===== config.mk =====
export PLATFORM = sky130hd
export DESIGN_NAME = busmon_ctrl_reg
export DESIGN_NICKNAME = d
export VERILOG_FILES = /design/src/rtl/busmon_pkg.sv /design/src/rtl/busmon_timer.sv /design/src/rtl/busmon_access.sv /design/src/rtl/busmon_stickybit.sv /design/src/rtl/busmon_ctrl_reg.sv
export SDC_FILE = /design/constraint.sdc
export NUM_CORES = 1
export LEC_CHECK = 0
export BUFFER_PORTS_ARGS = -buffer_cell sky130_fd_sc_hd__buf_4
export CAP_MARGIN = 20
export CORE_UTILIZATION = 48
export CTS_CLUSTER_SIZE = 12
export DETAILED_ROUTE_END_ITERATION = 10
export MAX_ROUTING_LAYER = met4
export PLACE_DENSITY_LB_ADDON = 0.2
export REMOVE_ABC_BUFFERS = 1
export SETUP_SLACK_MARGIN = 0.4
export SYNTH_ARGS = -nofsm -noshare
export SYNTH_HDL_FRONTEND = slang
export SYNTH_SLANG_ARGS = --single-unit

===== constraint.sdc =====
create_clock -name clk -period 1.7 [get_ports clk]
set_input_delay 0.085 -clock clk [delete_from_list [all_inputs] [get_ports clk]]
set_output_delay 0.085 -clock clk [all_outputs]
set_load 0.005 [all_outputs]

===== src/rtl/busmon_pkg.sv =====
package busmon_pkg;
   localparam int REG_W = 8;
   // bit positions inside the control register
   localparam int B_TMO = 7;
   localparam int B_WPV = 6;
   localparam int B_PRV = 5;
   localparam int B_TEN = 4;
   localparam int B_SUP = 3;
   localparam int B_MAP = 2;
   localparam int B_RSV = 1;
   localparam int B_W8  = 0;
   typedef logic [REG_W-1:0] reg_t;
endpackage


===== src/rtl/busmon_timer.sv =====
module busmon_timer #(
   parameter int LIMIT = 128
) (
   input  logic clk,
   input  logic rst_n,
   input  logic en,
   input  logic start,
   input  logic ack,
   output logic expire
);
   localparam int CW = (LIMIT > 1) ? $clog2(LIMIT) : 1;
   localparam logic [CW-1:0] LAST = CW'(LIMIT - 1);

   logic          active_q;
   logic [CW-1:0] cnt_q;

   assign expire = active_q && en && !ack && !start && (cnt_q == LAST);

   always_ff @(posedge clk or negedge rst_n) begin
      if (!rst_n) begin
         active_q <= 1'b0;
         cnt_q    <= '0;
      end else if (start) begin
         active_q <= 1'b1;
         cnt_q    <= '0;
      end else if (ack || expire) begin
         active_q <= 1'b0;
         cnt_q    <= '0;
      end else if (active_q && en) begin
         cnt_q <= cnt_q + 1'b1;
      end
   end
endmodule


===== src/rtl/busmon_access.sv =====
module busmon_access (
   input  logic reg_sel,
   input  logic reg_rd,
   input  logic reg_wr,
   input  logic cpu_super,
   input  logic sup_only,
   output logic allow_rd,
   output logic allow_wr,
   output logic refuse
);
   logic locked;
   assign locked   = sup_only && !cpu_super;
   assign allow_rd = reg_sel && reg_rd && !locked;
   assign allow_wr = reg_sel && reg_wr && !locked;
   assign refuse   = reg_sel && (reg_rd || reg_wr) && locked;
endmodule


===== src/rtl/busmon_stickybit.sv =====
module busmon_stickybit #(
   parameter logic RST_VAL = 1'b0
) (
   input  logic clk,
   input  logic rst_n,
   input  logic set,
   input  logic clr,
   output logic q
);
   always_ff @(posedge clk or negedge rst_n) begin
      if (!rst_n)   q <= RST_VAL;
      else if (set) q <= 1'b1;
      else if (clr) q <= 1'b0;
   end
endmodule


===== src/rtl/busmon_ctrl_reg.sv =====
module busmon_ctrl_reg
   import busmon_pkg::*;
#(
   parameter int         TMO_CYCLES = 128,
   parameter logic [7:0] RESET_VAL  = 8'h1C,
   parameter logic [7:0] STAT_MASK  = 8'((1 << B_TMO) | (1 << B_WPV) | (1 << B_PRV)),
   parameter logic [7:0] CTL_MASK   = 8'((1 << B_TEN) | (1 << B_SUP) | (1 << B_MAP) | (1 << B_W8))
) (
   input  logic       clk,
   input  logic       rst_n,
   input  logic       reg_sel,
   input  logic       reg_rd,
   input  logic       reg_wr,
   input  logic [7:0] wr_data,
   output logic [7:0] rd_data,
   input  logic       cpu_super,
   input  logic       cyc_start,
   input  logic       cyc_ack,
   input  logic       wp_viol,
   input  logic       priv_viol,
   output logic       bus_err
);
   localparam logic [7:0] LIVE_MASK = STAT_MASK | CTL_MASK;

   if (TMO_CYCLES < 2) begin : g_bad_limit
      $error("TMO_CYCLES must be at least 2");
   end
   if ((STAT_MASK & CTL_MASK) != 8'h00) begin : g_bad_overlap
      $error("status and control masks overlap");
   end
   if (LIVE_MASK[B_RSV] != 1'b0) begin : g_bad_rsv
      $error("reserved bit must stay unimplemented");
   end
   if ((RESET_VAL & ~LIVE_MASK) != 8'h00) begin : g_bad_reset
      $error("reset value sets an unimplemented bit");
   end

   reg_t reg_q;
   reg_t set_vec;
   logic allow_rd, allow_wr, refuse;
   logic tmo_evt, priv_evt, bus_err_q;

   busmon_access u_access (
      .reg_sel  (reg_sel),
      .reg_rd   (reg_rd),
      .reg_wr   (reg_wr),
      .cpu_super(cpu_super),
      .sup_only (reg_q[B_SUP]),
      .allow_rd (allow_rd),
      .allow_wr (allow_wr),
      .refuse   (refuse)
   );

   busmon_timer #(.LIMIT(TMO_CYCLES)) u_timer (
      .clk   (clk),
      .rst_n (rst_n),
      .en    (reg_q[B_TEN]),
      .start (cyc_start),
      .ack   (cyc_ack),
      .expire(tmo_evt)
   );

   assign priv_evt = priv_viol || refuse;

   always_comb begin
      set_vec        = '0;
      set_vec[B_TMO] = tmo_evt;
      set_vec[B_WPV] = wp_viol;
      set_vec[B_PRV] = priv_evt;
   end

   for (genvar i = 0; i < REG_W; i++) begin : g_bit
      if (STAT_MASK[i]) begin : g_stat
         busmon_stickybit #(.RST_VAL(RESET_VAL[i])) u_sb (
            .clk  (clk),
            .rst_n(rst_n),
            .set  (set_vec[i]),
            .clr  (allow_wr && wr_data[i]),
            .q    (reg_q[i])
         );
      end else if (CTL_MASK[i]) begin : g_ctl
         always_ff @(posedge clk or negedge rst_n) begin
            if (!rst_n)        reg_q[i] <= RESET_VAL[i];
            else if (allow_wr) reg_q[i] <= wr_data[i];
         end
      end else begin : g_rsv
         assign reg_q[i] = 1'b0;
      end
   end

   logic unused_wr_bits;
   assign unused_wr_bits = ^(wr_data & ~LIVE_MASK) ^ ^(set_vec & ~STAT_MASK);

   always_ff @(posedge clk or negedge rst_n) begin
      if (!rst_n) bus_err_q <= 1'b0;
      else        bus_err_q <= tmo_evt || (reg_q[B_TEN] && (wp_viol || priv_evt));
   end

   assign bus_err = bus_err_q;
   assign rd_data = allow_rd ? reg_q : '0;
endmodule


==> impl_summary.txt, run 1 <==
----------------------------------------------------
[Setup path]
  Crit path cell chain ... nand2b_4 -> and3_4 -> and2_4 -> buf_6
  Slowest cell on crit path ... sky130_fd_sc_hd__dfstp_2
  Critical path buffer and inverter count ... 1
  Reg2reg path depth ... 4
  FF-to-FF End ... bus_err
  Data required time of the critical path ... 1620 ps
  Slowest Stage Delay on Critical Path ... 570 ps
  Arrival time of data at the critical path endpoint ... 1350 ps
  Worst R2R Setup Slack ... roughly 300 ps
  CP delay by family, top ... flip-flops
  Type of the worst setup path ... register to output port
  Kind of start point of the critical path ... register
  Critical Path End Type ... output port
  Largest fanout on the critical path ... 7
  Reg-to-Reg Start ... reg_q[4]

[Synthesis]
  Synth Instances ... 85
  Post-Synthesis Cell Area ... 842 um2
  Parity-gate share of the synthesized area counting xor and xnor cells ... 2.08%
  Post-synthesis share of cell area spent on and, or, nand and nor gates ... between 20% and 30%
  Sequential-to-total area share from yosys stat ... a little under half
  Synth warn ... 0
  Fraction of synthesized area in multiplexers ... 2.67%
  Largest family of logic cells by synthesized area ... simple AND/OR/NAND/NOR gates
  Post-synthesis register bit count ... 16
  Post-synthesis area per instance ... 9.91 um2
  Primary FF master, synth ... sky130_fd_sc_hd__dfrtp_1
  Synthesized-area fraction occupied by ao, oa, aoi and oai cells ... between 10% and 20%
  Share of flip-flops with an asynchronous set or reset ... 100%
  EDFF count, synth ... 0
  Post-synthesis share of cell area spent on full adders, half adders and majority gates ... about 1.5%
  Yosys cell types ... 36

[Clock network]
  Maximum root-to-sink buffer count ... 2
  Clock tree from TritonCTS ... built
  Clk Latency, worst-skew pair ... 280 ps
  H-tree depth ... 1
  Clock tree root driver cell ... sky130_fd_sc_hd__clkbuf_4
  Number of clock sinks seen by CTS ... 16
  Clock slew at the register clock pins of the worst setup and hold paths ... around 90 ps
  Total clock buffers created by CTS ... 3

[Pwr]
  Static Leakage ... 0.558 nW
  Final Total Pwr ... 0.000863 W
  Power per cell area ... around 680 nW/um2
  Worst VDD drop ... 488 uV

[Floorplanning]
  Die Footprint ... 1930 um2
  Effective utilization at floorplan ... 53.4%
  Standard cell core area ... 1580 um2
  Top-level port count ... 27
  Total number of placement rows ... 14
  Y dimension of the die ... roughly 44 um
  Chip Width ... 43.9 um

[Global route]
  Global-route total usage across every layer ... 24.6%
  First-pass GRT wire length ... 3330 um
  Number of global-route vias before repair ... 796
  Initial antenna violation count ... 0
  Pin count of the biggest net entering global routing ... 17
  GRT Residual Overflow ... 0

[Timing]
  Setup_tns ... 0 ps
  Number of endpoints failing setup at the final stage ... 0
  Share of the clock period used by the worst path ... 84.4%
  Count of endpoints failing hold in the final timing report ... 0
  Worst clock skew ... 4.66 ps
  Count of pins over their slew limit ... 0
  Highest clock rate ... 697 MHz
  RSZ-0062 raised after global routing ... true
  Clock period minus worst slack ... 1440 ps

[Place]
  DPL Wire Length ... 1250 um
  Port bufs ... 24
  Final weighted congestion of routability-driven global placement ... 0.838

[Drt]
  Antenna-violating nets left ... 0
  Detailed-route via count ... roughly 790
  Number of design-rule violations left by the first detailed-router iteration ... 26
  Total DRC errors in the routed layout ... 0
  Total Wirelength ... approximately 2100 um
  Number of optimization iterations in the first detailed-route pass ... 6
  Average routed wire per standard cell ... 15.4 um
  Post-detailed-route via-to-cell ratio ... between 5 and 6

[Final layout]
  Proportion of layout cells with a drive suffix above 1 ... 54.5%
  Commonest non-fill, non-tap cells in the layout ... sky130_fd_sc_hd__buf_4 (29), sky130_fd_sc_hd__dfrtp_1 (12), sky130_fd_sc_hd__and2_4 (7)
  Total area of sequential cells ... 405 um2
  Count of inserted antenna diode cells ... 0
  Area of the multi-input gates ... 503 um2
  Leading cell type in the layout, fill and taps excluded ... sky130_fd_sc_hd__buf_4
  Number of fill cells in the layout ... 98
  Area growth from synthesis to final layout ... 51.7%
  Net count reported at finish ... 143
  Post-route core utilization ... 81.0%

[Hold path]
  Worst Hold Endpoint ... g_bit[5].g_stat.u_sb.q
  Startpoint of the most critical hold path ... priv_viol
  Hold path cells ... 2
  Path class of the lowest-slack min-delay path ... primary input to register

[Run]
  # Max-Cap Violations ... 0

[Status]
  Run status ... completed

----------------------------------------------------
[state kept, by name (all words and copies together), names as in the netlist]
register / cells
u_timer.active_q: 1
g_bit.g_stat.u_sb.q: 3
bus_err: 1
u_timer.cnt_q: 7
reg_q: 4
[kinds of logic (layout without fill, tap and decap cells)]
group | after synthesis | in the layout
xor gates and xnor gates | 2 | 2
buffers and inverters | 8 | 46
and+or+nand+nor | 36 | 36
muxes | 2 | 2
DFF | 16 | 16
adders and majority gates | 1 | 1
AOI/OAI and AO/OA | 19 | 19
other | 1 | 1
[cell type report]
class / instances / area share (%)
multi-input cells: 61 / 39.4
flip-flops and latches: 16 / 31.7
repair buffers: 37 / 23.8
clock buffers: 4 / 2.06
well taps: 16 / 1.57
inverters: 5 / 1.47
[how the worst max path moves through the flow]
stage	from	end	slack, ps	depth (start not counted)
5_1_grt	reg_q[3]	rd_data[3]	230	4
4_1_cts	reg_q[3]	rd_data[3]	280	4
6_report	reg_q[3]	rd_data[3]	260	4
3_3_place_gp	reg_q[4]	u_timer.active_q	240	3
2_1_floorplan	reg_q[4]	u_timer.active_q	280	3
3_5_place_dp	reg_q[4]	u_timer.active_q	220	3
[metrics by stage]
step	std cells	setup slack (ps)	hold WS [ps]	cell area, um2
finish	139	264	8.50	1280
global route	139	229	10.3	1280
CTS	137	275	4.98	1200
detailed placement	123	221	-47.3	1030
global placement	123	236	-47.2	1030
floorplan	82	284	-211	826
[synthesized netlist by cell type, types with 2 or more instances]
library cell / instances / area [um2]
sky130_fd_sc_hd__a21oi_1: 4 / 20.0
sky130_fd_sc_hd__inv_1: 5 / 18.8
sky130_fd_sc_hd__nor2_1: 3 / 11.3
sky130_fd_sc_hd__dfstp_2: 3 / 78.8
sky130_fd_sc_hd__xor2_1: 2 / 17.5
sky130_fd_sc_hd__mux2_2: 2 / 22.5
sky130_fd_sc_hd__or3_1: 3 / 18.8
sky130_fd_sc_hd__and2_1: 9 / 56.3
sky130_fd_sc_hd__o21ai_0: 4 / 20.0
sky130_fd_sc_hd__nand3_1: 8 / 40.0
sky130_fd_sc_hd__dfrtp_1: 13 / 325
sky130_fd_sc_hd__nand2_1: 5 / 18.8
[worst register-to-register path, cell delays in order (launching register included)]
cell	delay (ps)
sky130_fd_sc_hd__dfstp_2	570
sky130_fd_sc_hd__nand4_4	150
sky130_fd_sc_hd__or3_4	380
sky130_fd_sc_hd__buf_4	150
sky130_fd_sc_hd__o22ai_2	80
[power breakdown]
| part | total, W | internal (W) | switching, W |
|---|---|---|---|
| clock network | 0.000210 | 0.0000911 | 0.000119 |
| logic | 0.000211 | 0.000125 | 0.0000863 |
| registers | 0.000441 | 0.000418 | 0.0000237 |
[per-layer routing]
| metal | global-route usage, % | share of wire [%] | vias to the layer above |
|---|---|---|---|
| met2 | 41.8 | 54 | 31 |
| met4 | 9.09 | 0 | 0 |
| met1 | 27.7 | 41 | 387 |
| met3 | 6.25 | 5.2 | 0 |
| li1 | - | - | 376 |
| met5 | - | 0 | - |
[repair_timing]
action	in CTS	in global routing
endpoints found under the hold margin	18	0
resized for setup	16	15
setup buffers	7	2
hold buffers	3	0
pin swaps	13	9
setup endpoints to repair	16	19
gates cloned	0	0
No activity file was read; power rests on OpenSTA's default activity.
==> inputs of run 2 (changes only) <==
- clock period: 1.7 -> 1.4 ns (I/O delays scaled with it)
==> impl_summary.txt, run 2 (same netlist as run 1, synthesis figures left out) <==
----------------------------------------------------
[Timing]
  Count of endpoints failing hold in the final timing report ... 1 (was 0)
  Clock period minus worst slack ... roughly 1400 ps
  Worst hold margin ... -4.21 ps (was 8.50 ps)
  Fin worst setup slack ... -47.7 ps (was 264 ps)
  Count of pins over their slew limit ... 0 (unchanged)
  RSZ-0062 raised after global routing ... true (unchanged)
  Highest clock rate ... 691 MHz
  Number of endpoints failing setup at the final stage ... 8 (was 0)
  Share of the clock period used by the worst path ... 103%
  Worst clock skew ... 7.09 ps (was 4.66 ps)

[Clock network]
  Clock tree from TritonCTS ... built (unchanged)
  Number of clock sinks seen by CTS ... 16 (unchanged)
  Maximum root-to-sink buffer count ... 2 (unchanged)
  Clk Latency, worst-skew pair ... 290 ps (was 280 ps)
  Clock tree root driver cell ... sky130_fd_sc_hd__clkbuf_4 (unchanged)
  Clock slew at the register clock pins of the worst setup and hold paths ... 100 ps (was 90 ps)
  H-tree depth ... 1 (unchanged)
  Total clock buffers created by CTS ... 3 (unchanged)

[Setup path]
  Kind of start point of the critical path ... register (unchanged)
  Slowest Stage Delay on Critical Path ... 580 ps (was 570 ps)
  Slowest cell on crit path ... sky130_fd_sc_hd__dfstp_2 (unchanged)
  Critical Path End Type ... output port (unchanged)
  CP delay by family, top ... flip-flops (unchanged)
  Data required time of the critical path ... 1330 ps (was 1620 ps)
  Type of the worst setup path ... register to output port (unchanged)
  Largest fanout on the critical path ... 7 (unchanged)
  Arrival time of data at the critical path endpoint ... 1380 ps (was 1350 ps)
  Crit path cell chain ... nand2b_4 -> and3_4 -> and2_1 -> buf_4 (was nand2b_4 -> and3_4 -> and2_4 -> buf_6)
  Critical path buffer and inverter count ... 1 (unchanged)

[Final layout]
  Register with the most flip-flops ... u_timer.cnt_q (unchanged)
  Post-route insts no fill ... 142 (was 139)
  Area growth from synthesis to final layout ... 56.9% (was 51.7%)
  Final instance area ... 1320 um2 (was 1280 um2)
  Total area of sequential cells ... 404 um2 (was 405 um2)
  Leading cell type in the layout, fill and taps excluded ... sky130_fd_sc_hd__buf_4 (unchanged)
  Number of fill cells in the layout ... 85 (was 98)
  Commonest non-fill, non-tap cells in the layout ... sky130_fd_sc_hd__buf_4 (26), sky130_fd_sc_hd__dfrtp_1 (13), sky130_fd_sc_hd__buf_6 (9) (was sky130_fd_sc_hd__buf_4 (29), sky130_fd_sc_hd__dfrtp_1 (12), sky130_fd_sc_hd__and2_4 (7))
  Net count reported at finish ... 146 (was 143)
  Leading registers by flop count ... u_timer.cnt_q (7), reg_q (4), g_bit.g_stat.u_sb.q (3) (unchanged)
  Max reg flops ... 7 (unchanged)
  Proportion of layout cells with a drive suffix above 1 ... 54.0% (was 54.5%)
  Area of the multi-input gates ... 495 um2 (was 503 um2)
  Count of inserted antenna diode cells ... 0 (unchanged)

[Pwr]
  Power per cell area ... 845 nW/um2 (was 675 nW/um2)
  Worst VDD drop ... 725 uV (was 488 uV)
  Static Leakage ... 0.581 nW (was 0.558 nW)

[Run]
  # Max-Cap Violations ... 0 (unchanged)

[Global route]
  Pin count of the biggest net entering global routing ... 17 (unchanged)
  GRT Residual Overflow ... 0 (unchanged)
  Global-route total usage across every layer ... 25.3% (was 24.6%)
  Initial antenna violation count ... 0 (unchanged)
  First-pass GRT wire length ... 3460 um (was 3330 um)
  Number of global-route vias before repair ... 783 (was 796)

[Drt]
  Antenna-violating nets left ... 0 (unchanged)
  Number of design-rule violations left by the first detailed-router iteration ... 18 (was 26)
  Total DRC errors in the routed layout ... 2 (was 0)
  Number of optimization iterations in the first detailed-route pass ... 8 (was 6)
  Post-detailed-route via-to-cell ratio ... 5.65 (was 5.71)
  Total Wirelength ... 2090 um (was 2140 um)
  Detailed-route via count ... 803 (was 794)
  Average routed wire per standard cell ... 14.7 um (was 15.4 um)

[Floorplanning]
  Chip Width ... 43.9 um (unchanged)
  Die Footprint ... 1930 um2 (unchanged)
  Y dimension of the die ... 43.9 um (unchanged)
  Top-level port count ... 27 (unchanged)
  Effective utilization at floorplan ... 53.4% (unchanged)
  Standard cell core area ... 1580 um2 (unchanged)
  Total number of placement rows ... 14 (unchanged)

[Place]
  Port bufs ... 24 (unchanged)
  Final weighted congestion of routability-driven global placement ... 0.877 (was 0.838)
  Placed instance area ... 1070 um2 (was 1030 um2)
  DPL Wire Length ... 1400 um (was 1250 um)
  Number of cells after detailed placement ... 128 (was 123)

[Status]
  Run status ... finished with violations (was completed)
  Failing checks ... DRC, hold timing, setup timing

[Hold path]
  Path class of the lowest-slack min-delay path ... primary input to register (unchanged)

----------------------------------------------------
==> run 2: per-stage QoR <==
step,setup TNS [ps],setup WS (ps),power [W],utilization (%)
floorplan,-16.2,-16.2,0.000615,-
global placement,0,18.2,0.000721,67.9
detailed placement,-28.8,-28.8,0.000729,67.9
CTS,-160,-30.0,0.00110,78.4
global route,-587,-91.8,0.00117,83.8
finish,-223,-47.7,0.00112,83.8
==> run 2: metal layers <==
layer	vias to the layer above	global-route usage (%)	wire length (um)
met2	29	41.2	1100
met1	387	32.7	881
met5	-	-	0
met4	0	7.27	13
met3	2	3.75	89
li1	385	-	-
==> run 2: where the power goes <==
part           total, W  switching (W)  leakage (nW)  internal [W]
clock          0.000314       0.000156        0.0210      0.000158
sequential     0.000533      0.0000258         0.197      0.000507
combinational  0.000269       0.000109         0.364      0.000160
total           0.00112       0.000291         0.581      0.000825
==> run 2: what timing repair did <==
item                                   4_1_cts  5_1_grt
setup endpoints to repair                   22       22
endpoints found under the hold margin       18        2
pin swaps                                   19        3
resized for setup                           24       10
hold buffers                                 3        2
buffers inserted                             2        3
==> run 2: worst reg2reg max path: stages (launching register included) <==
cell	delay, ps
sky130_fd_sc_hd__dfstp_2	580
sky130_fd_sc_hd__nand4_4	150
sky130_fd_sc_hd__or3_4	380
sky130_fd_sc_hd__a31o_1	200
==> run 2: area by class of cell <==
cell class / count / share of cell area (%)
Clock buffer: 4 / 2.75
Inverter: 5 / 1.42
Multi-Input combinational cell: 61 / 37.5
Sequential cell: 16 / 30.6
Tap cell: 16 / 1.52
Timing Repair Buffer: 40 / 26.2
==> run 2: final timing paths <==
kind / start / endpoint / slack [ps] / depth (start not counted)
setup / recovery: reg_q[3] / rd_data[3] / -50 / 4
hold / removal: wr_data[4] / reg_q[4] / -4 / 3
setup reg to reg: reg_q[4] / u_timer.active_q / -20 / 3
hold reg to reg: g_bit[6].g_stat.u_sb.q / g_bit[6].g_stat.u_sb.q / 490 / 1
max in group asynchronous: rst_n / reg_q[2] / 980 / 2
min in group asynchronous: rst_n / g_bit[6].g_stat.u_sb.q / 160 / 2
==> inputs of run 3 (changes only) <==
- CORE_UTILIZATION: 48 -> 44
- clock period: 1.4 -> 1.3 ns (I/O delays scaled with it)
==> impl_summary.txt, run 3 (same netlist as run 1, synthesis figures left out) <==
----------------------------------------------------
[Floorplanning]
  Y dimension of the die ... 45.7 um (was 43.9 um)
  Top-level port count ... 27 (unchanged)
  Total number of placement rows ... 15 (was 14)
  Effective utilization at floorplan ... 47.7% (was 53.4%)
  Die Footprint ... 2090 um2 (was 1930 um2)
  Chip Width ... 45.7 um (was 43.9 um)
  Standard cell core area ... 1760 um2 (was 1580 um2)

[Clock network]
  Number of clock sinks seen by CTS ... 16 (unchanged)
  Clock tree from TritonCTS ... built (unchanged)
  Clock tree root driver cell ... sky130_fd_sc_hd__clkbuf_4 (unchanged)
  H-tree depth ... 1 (unchanged)
  Maximum root-to-sink buffer count ... 2 (unchanged)
  Clk Latency, worst-skew pair ... 290 ps (about the same)
  Total clock buffers created by CTS ... 3 (unchanged)
  Clock slew at the register clock pins of the worst setup and hold paths ... 90 ps (was 100 ps)

[Drt]
  Average routed wire per standard cell ... 16.3 um (was 14.7 um)
  Total DRC errors in the routed layout ... 0 (was 2)
  Detailed-routing wirelength on met1 ... 1090 um (was 881 um)
  Wire length on met3 ... 92 um (was 89 um)
  Met2 WL post-DR ... 1280 um (was 1100 um)
  Number of optimization iterations in the first detailed-route pass ... 4 (was 8)
  Detailed-route via count ... 882 (was 803)
  Antenna-violating nets left ... 0 (unchanged)
  Highest routed metal layer ... met4 (unchanged)
  Total Wirelength ... 2550 um (was 2090 um)
  Number of design-rule violations left by the first detailed-router iteration ... 14 (was 18)
  Post-detailed-route via-to-cell ratio ... 5.62 (was 5.65)

[Global route]
  Initial antenna violation count ... 0 (unchanged)
  GRT Residual Overflow ... 0 (unchanged)
  Global-route total usage across every layer ... 24.7% (was 25.3%)
  First-pass GRT wire length ... 3480 um (was 3460 um)
  Pin count of the biggest net entering global routing ... 17 (unchanged)
  Number of global-route vias before repair ... 786 (was 783)

[Final layout]
  Net count reported at finish ... 152 (was 146)
  Number of fill cells in the layout ... 120 (was 85)
  Max reg flops ... 7 (unchanged)
  Register with the most flip-flops ... u_timer.cnt_q (unchanged)
  Commonest non-fill, non-tap cells in the layout ... sky130_fd_sc_hd__buf_4 (29), sky130_fd_sc_hd__dfrtp_1 (13), sky130_fd_sc_hd__buf_6 (12) (was sky130_fd_sc_hd__buf_4 (26), sky130_fd_sc_hd__dfrtp_1 (13), sky130_fd_sc_hd__buf_6 (9))
  Area growth from synthesis to final layout ... 68.8% (was 56.9%)
  Post-route core utilization ... 80.6% (was 83.8%)
  Proportion of layout cells with a drive suffix above 1 ... 62.1% (was 54.0%)
  Leading cell type in the layout, fill and taps excluded ... sky130_fd_sc_hd__buf_4 (unchanged)
  Leading registers by flop count ... u_timer.cnt_q (7), reg_q (4), g_bit.g_stat.u_sb.q (3) (unchanged)
  Count of inserted antenna diode cells ... 0 (unchanged)
  Final instance area ... 1420 um2 (was 1320 um2)

[Timing]
  Fin worst setup slack ... -118 ps (was -47.7 ps)
  Count of pins over their slew limit ... 0 (unchanged)
  Worst clock skew ... 5.66 ps (was 7.09 ps)
  Setup_tns ... -966 ps (was -223 ps)
  Count of endpoints failing hold in the final timing report ... 0 (was 1)
  Number of endpoints failing setup at the final stage ... 12 (was 8)
  Clock period minus worst slack ... 1420 ps
  Worst hold margin ... 10.1 ps (was -4.21 ps)
  Share of the clock period used by the worst path ... 109%
  RSZ-0062 raised after global routing ... true (unchanged)
  Highest clock rate ... 705 MHz

[Setup path]
  Slowest cell on crit path ... sky130_fd_sc_hd__dfstp_2 (unchanged)
  Data required time of the critical path ... 1240 ps (was 1330 ps)
  Kind of start point of the critical path ... register (unchanged)
  Crit path cell chain ... nand2b_4 -> and3_4 -> and2_4 -> buf_6 (was nand2b_4 -> and3_4 -> and2_1 -> buf_4)
  Slowest Stage Delay on Critical Path ... 560 ps (was 580 ps)
  Type of the worst setup path ... register to output port (unchanged)
  Largest fanout on the critical path ... 7 (unchanged)
  Arrival time of data at the critical path endpoint ... 1350 ps (was 1380 ps)
  Critical Path End Type ... output port (unchanged)

[Place]
  Placed instance area ... 1110 um2 (was 1070 um2)
  DPL Wire Length ... 1450 um (was 1400 um)
  Final weighted congestion of routability-driven global placement ... 0.778 (was 0.877)
  Port bufs ... 24 (unchanged)

[Pwr]
  Static Leakage ... 0.619 nW (was 0.581 nW)
  Power per cell area ... 846 nW/um2 (was 845 nW/um2)
  Worst VDD drop ... 759 uV (was 725 uV)

[Status]
  Run status ... finished with violations (unchanged)
  Failing checks ... setup timing (was DRC, hold timing, setup timing)

[Run]
  # Max-Cap Violations ... 0 (unchanged)

[Hold path]
  Path class of the lowest-slack min-delay path ... primary input to register (unchanged)

----------------------------------------------------
[run 3: cell count changes in the layout (fill, tap and decap cells not counted), sizes merged]
cell / before / now
buf: 35 / 41
[run 3: area by class of cell]
class,count,area [um2],area share (%)
multi-input combinational,61,536,37.7
sequential,16,404,28.4
timing repair buffer,46,403,28.3
tap,25,31.3,2.20
clock buffer,4,26.3,1.85
inverter,5,21.3,1.50
[run 3: final timing paths]
| path | startpoint | end | slack (ps) | cells after the start |
|---|---|---|---|---|
| max | reg_q[3] | rd_data[5] | -120 | 4 |
| min | wr_data[0] | reg_q[0] | 10 | 2 |
| max reg2reg | reg_q[4] | u_timer.active_q | -100 | 3 |
| min reg2reg | g_bit[6].g_stat.u_sb.q | g_bit[6].g_stat.u_sb.q | 510 | 1 |
| max in group asynchronous | rst_n | reg_q[3] | 890 | 2 |
| min in group asynchronous | rst_n | g_bit[5].g_stat.u_sb.q | 160 | 2 |
[run 3: worst max-delay path: cells and delay by family, from the launching register on]
kind | cells | cell delay (ps)
flops | 1 | 560
simple gates | 3 | 400
buf+inv | 1 | 100
[run 3: stage by stage]
stage	total power [W]	worst slack (ps)	cells
finish	0.00120	-118	157
floorplan	0.000663	-116	82
detailed placement	0.000796	-102	141
global route	0.00126	-153	157
global placement	0.000789	-76.7	141
CTS	0.00114	-102	152
[run 3: timing repair]
item                                   in CTS  in global routing
setup buffers                               3                  4
setup endpoints to repair                  22                 22
endpoints found under the hold margin      19                  1
hold buffers                                4                  1
cloned                                      0                  0
resized for setup                          29                 18
pin swaps                                  21                  7
[run 3: layer usage]
layer	global-route usage [%]	vias to the layer above
met4	8.82	0
li1	-	398
met1	32.8	440
met5	-	-
met2	38.3	33
met3	3.57	11
[run 3: power breakdown]
group	internal, W	leakage [nW]	switching (W)
clock network	0.000119	0.0150	0.000160
registers	0.000546	0.197	0.0000284
logic	0.000206	0.407	0.000143
total	0.000871	0.619	0.000331
